==> src/rtl/dual_bank_sel.sv <==
module dual_bank_sel #(
  parameter int ADDR_W = 4,
  localparam int CH = 1 << ADDR_W,
  localparam int WW = ADDR_W + 3
) (
  input  logic          clk,
  input  logic          rst_n,
  input  logic          ld,
  input  logic [WW-1:0] word,
  output logic [CH-1:0] sw_a,
  output logic [CH-1:0] sw_b
);

  logic [ADDR_W-1:0] addr_a, addr_b;
  logic              en_q;

  wire [ADDR_W-1:0] w_addr  = word[WW-1:3];
  wire              w_en_n  = word[2];
  wire              w_sa_n  = word[1];
  wire              w_sb_n  = word[0];

  always_ff @(posedge clk or negedge rst_n) begin
    if (!rst_n) begin
      addr_a <= '0;
      addr_b <= '0;
      en_q   <= 1'b0;
    end else if (ld) begin
      en_q <= ~w_en_n;
      if (!w_sa_n) addr_a <= w_addr;
      if (!w_sb_n) addr_b <= w_addr;
    end
  end

  localparam logic [CH-1:0] ONE = {{(CH-1){1'b0}}, 1'b1};

  assign sw_a = en_q ? (ONE << addr_a) : '0;
  assign sw_b = en_q ? (ONE << addr_b) : '0;

endmodule


==> config.mk <==
export PLATFORM = sky130hd
export DESIGN_NAME = dual_bank_sel
export DESIGN_NICKNAME = d
export VERILOG_FILES = /design/src/rtl/dual_bank_sel.sv
export SDC_FILE = /design/constraint.sdc
export NUM_CORES = 1
export LEC_CHECK = 0
export BUFFER_PORTS_ARGS = -buffer_cell sky130_fd_sc_hd__buf_2
export CELL_PAD_IN_SITES_DETAIL_PLACEMENT = 2
export CELL_PAD_IN_SITES_GLOBAL_PLACEMENT = 2
export CORE_UTILIZATION = 18
export DETAILED_ROUTE_END_ITERATION = 10
export PLACE_DENSITY_LB_ADDON = 0.2
export SYNTH_ARGS = -nofsm -noshare
export SYNTH_HDL_FRONTEND = slang
export SYNTH_SLANG_ARGS = --single-unit
==> constraint.sdc <==
create_clock -name clk -period 1.2 [get_ports clk]
set_input_delay 0.36 -clock clk [delete_from_list [all_inputs] [get_ports clk]]
set_output_delay 0.36 -clock clk [all_outputs]
set_load 0.01 [all_outputs]
# After elaboration in Yosys (flattened, before gate mapping)
# Index checks and enable logic that the tools add are counted.
dict set report op_classes {
  n_shift 2
  reduce_logical 2
  bitwise 3
  n_mux 2
}
# op count
set op_table {}
lappend op_table {{two-way mux 16 bit} 2}
lappend op_table {{<< shifter 1 x 4 -> 16 bit (first input constant)} 2}
lappend op_table {{AND reduction 2 bit} 2}
lappend op_table {{NOT 1 bit} 3}
dict set report word_totals {
  wordCells 12
  inputBits 10
  out_inout_bits 32
  regBits 9
}

# Depth between registers and ports, before layout
dict set report depth {
  word_depth 2
  depth_mapped 3
  mapped_depth_nobuf 2
}

# Least setup slack after synthesis
# OpenSTA, ideal clock, no wires.
dict set report synth_timing {
  path_kind {register -> output}
  from {register en_q}
  to {output sw_b[0]}
  path_buffers 1
  path_stages_with_launch 4
  required_ns 0.840
  slack_ns -0.168
  arrival_ns 1.008
  cell_sequence {dfrtp_1 buf_6 or3b_4 nor3_2}
}
dict set report synth_via {
  elab_chain_len 1
}
# element line_no
set synth_rtl {}
lappend synth_rtl {{from (decl)} 15} ;# logic en_q;
lappend synth_rtl {{from (signal assigned)} 28} ;# en_q <= ~w_en_n;
lappend synth_rtl {{two-way mux 16 bit} 37} ;# assign sw_b = en_q ? (ONE << addr_b) : '0;
lappend synth_rtl {{to (decl)} 11} ;# output logic [CH-1:0] sw_b
# No other way between the ends.

# Worst setup path after layout
dict set report layout_timing {
  from {register en_q}
  to {output sw_a[0]}
}
dict set report layout_via {
  elab_chain_len 1
}
# element line_no
set layout_rtl {}
lappend layout_rtl {{two-way mux 16 bit} 36} ;# assign sw_a = en_q ? (ONE << addr_a) : '0;
lappend layout_rtl {{to (decl)} 10} ;# output logic [CH-1:0] sw_a,
# No other way between the ends.

==> metrics.md <==
| Metric | Value |
|---|---|
| Worst Setup Slack post-DPL | -274.9 ps |
| Share of synthesized area occupied by flip-flops and latches | 38.14% |
| Number of enable-type register cells in the synthesized netlist | 0 |
| RSZ-0062 raised after global routing | true |
| Fin crit share | 145.2% |
| CP max FO | 4 |
| Final Non-Filler Cells | 174 |
| Placer congestion estimate | 0.6853 |
| Summed area of non-filler cells in the final layout | 1159 sq um |
| FF+latch count, synth | 9 |
| Worst-path cell with the longest stage delay | or3b_4 |
| Slack of the worst reg-to-reg path | 190 ps |
| Critical Path AT | 1380 ps |
| Average size of a mapped cell | 8.685 sq um |
| Top_reg_cell synth | dfrtp_1 |
| Number of global-route vias before repair | 715 |
| Cell with the most instances after synthesis | nor2_1 |
| Pre-Repair DR Iteration Count | 3 |
| Clock sinks | 9 |
| Slew HR | 82.78% |
| Total die area | 3514 sq um |
| Commonest cells post-synth | 23 x nor2_1, 9 x dfrtp_1, 8 x mux2_2 |
| Count of port buffers added during placement | 41 |
| Routed Antenna Nets | 0 |
| Net switching power | 443.1 uW |
| DP HPWL | 1740 microns |
| Number of cells after detailed placement | 162 |
| Ratio of cells with drive above 1 in the final layout | 74.62% |
| Worst-skew pair later-pin latency | 250 ps |
| Worst Reg2Reg Path Length in Cells | 3 |
| Area share of the largest cell type after synthesis | 38.14% |
| Combinational group share of total power | 46.7% |
| Critical Path Start Type | register |
| Category of cells accounting for the largest share of critical-path delay | simple AND/OR/NAND/NOR gates |
| Register area | 229.0 sq um |
| All-Layer GR Usage | 12.78% |
| Switching power share of the total | 36.55% |
| Die boundary width | 59.28 microns |
| Count of max-cap constraint violations | 0 |
| Combined area of all synthesized cells | 590.6 sq um |
| Pint | 769.1 uW |
| Outcome | finished, violations left |
| Clock tree from TritonCTS | yes |
| Static leakage | 0.5695 nW |
| Number of hold violations in the final report | 0 |
| Final count of negative-setup-slack endpoints | 32 |
| Peak VDD IR | 0.0004638 V |
| Post-Syn Instances | 68 |
| Largest net degree at the start of global routing | 10 |
| Total Routed Length | 2255 microns |
| Routed wirelength normalized by instance count | 12.96 microns |
| Maximum root-to-sink buffer count | 2 |
| Overflow left after global routing | 0 |
| Root Buffer | clkbuf_4 |
| Initial core utilization | 19.19% |
| Area contributors post-synth | dfrtp_1 38%, mux2_2 15%, nor2_1 15% |
| Sequential share of power | 34.4% |
| Aggregate negative setup slack | -14420 ps |
| # diodes | 0 |
| Library cell with the largest summed area after synthesis | dfrtp_1 |
| Number of antenna violations at the first check in global routing | 0 |
| Standard-cell rows | 20 |
| Cells on Worst Hold Path | 2 |
| Final critical-path setup slack | -542.6 ps |
| Number of warnings reported in the yosys synthesis log | 0 |
| PnR Total Power | 1.212 mW |
| CP cell instances | or3b_4 -> nor3_4 -> buf_2 |
| Worst-path clk slew | 60 ps |
| Number of buffers inserted during clock tree synthesis | 3 |
| Path type of the worst min-delay path | in2reg |
| Maximum single-stage delay on the critical path | 460 ps |
| Period minus WS final | 1743 ps |
| Violation count after the first detailed-route iteration | 11 |
| Power density over cell area | 1046 nW/um^2 |
| Element type at the critical path end | output port |
| Worst-margin pin slew | 257.5 ps |
| # fillers | 365 |
| Placed cell areas | 957.2 sq um |
| Number of levels the H-tree was split into | 1 |
| Start-to-end type of the worst setup path | reg2out |
| Drt drc | 0 |
| Share of flip-flops with an asynchronous set or reset after synthesis | 100.0% |
| Via count | 732 |
| Synth Net Count | 78 |
| Global-route wire length before repair | 3381 microns |
| Die height | 59.28 microns |
| Final Net Count | 141 |
| Critical Path Stages | 3 |
| Worst Hold Slack | 281.2 ps |
| Fin Clk Skew | 0 ps |
| Violated checks | setup timing |
| Peak Freq | 573.8 MHz |
| Final core occ | 37.64% |
| Area used by multi-input combinational logic | 469.2 sq um |
| Bufs and invs on worst path | 1 |
| Signed area change from the synthesized netlist to the final layout | 96.19% |
| Ports | 42 |
| Vias per Instance | 4.207 |
| Area inside the core boundary | 3078 sq um |
| Critical path required time | 840 ps |
| Number of different library cells in the post-synthesis netlist | 14 |
| Final number of max-transition violations | 0 |
| Clock network fraction of design power | 18.9% |
-- sequential cells by signal (all words and copies together), names as in the netlist --
register,flops
en_q,1
addr_b,4
addr_a,4
-- area by class of cell --
class / instances / share of cell area (%)
tap: 44 / 4.752
timing repair buffer: 59 / 32.72
clock buffer: 4 / 2.268
multi-input combinational: 58 / 40.50
sequential: 9 / 19.76
-- layout by cell type, fill, tap and decap left out --
master         count
nand2b_2           1
nand2b_4           3
clkbuf_1           1
buf_4              9
nand3b_1           4
nand3_4            2
nor3_2             6
nand2_1            2
a21oi_1            1
nor2_1            16
dfrtp_1            6
clkbuf_4           3
and2b_1            2
nor3_4             2
buf_6              9
mux2_2             8
nor2_4             1
dlygate4sd3_1      1
buf_2             40
or3b_4             2
nor2_2             8
dfrtp_2            3
-- layer usage --
metal / wire length [microns] / track usage, % / vias up / share of wire [%]
met5: 0 / 0 / - / 0
met4: 0 / 3.061 / 0 / 0
met3: 84 / 1.528 / 0 / 3.7
met2: 1152 / 21.35 / 17 / 51
met1: 1018 / 17.45 / 360 / 45
li1: - / - / 355 / -
-- worst paths after layout --
kind / startpoint / to
max: en_q$_DFFE_PN0P_ / sw_a[0]
max in group asynchronous: rst_n / addr_a[0]$_DFFE_PN0P_
max reg2reg: addr_a[3]$_DFFE_PN0P_ / addr_a[3]$_DFFE_PN0P_
min reg2reg: addr_a[1]$_DFFE_PN0P_ / addr_a[1]$_DFFE_PN0P_
min: word[2] / en_q$_DFFE_PN0P_
min in group asynchronous: rst_n / addr_b[1]$_DFFE_PN0P_
-- cell families after synthesis --
logic type	Yosys count	synth area share (%)
and+or+nand+nor	49	43.85
DFF	9	38.14
buffers and inverters	1	1.907
muxes	8	15.25
AOI/OAI and AO/OA	1	0.8466
-- power by group through the flow --
stage	Combinational (mW)	Clock [mW]	Sequential, mW
after CTS	0.504	0.234	0.407
after global placement	0.421	0	0.396
after global routing	0.614	0.253	0.424
after detailed placement	0.434	0	0.401
final	0.566	0.230	0.417
after floorplan	0.221	0	0.417
-- repair_timing --
item | CTS | global route
resized for setup | 13 | 15
endpoints found under the hold margin | 9 | 0
hold buffers | 1 | 0
endpoints found under the setup margin | 32 | 32
buffers inserted | 4 | 5
gates cloned | 0 | 0
pin swaps | 14 | 11
Note: power is estimated with default switching activity, not from simulation.
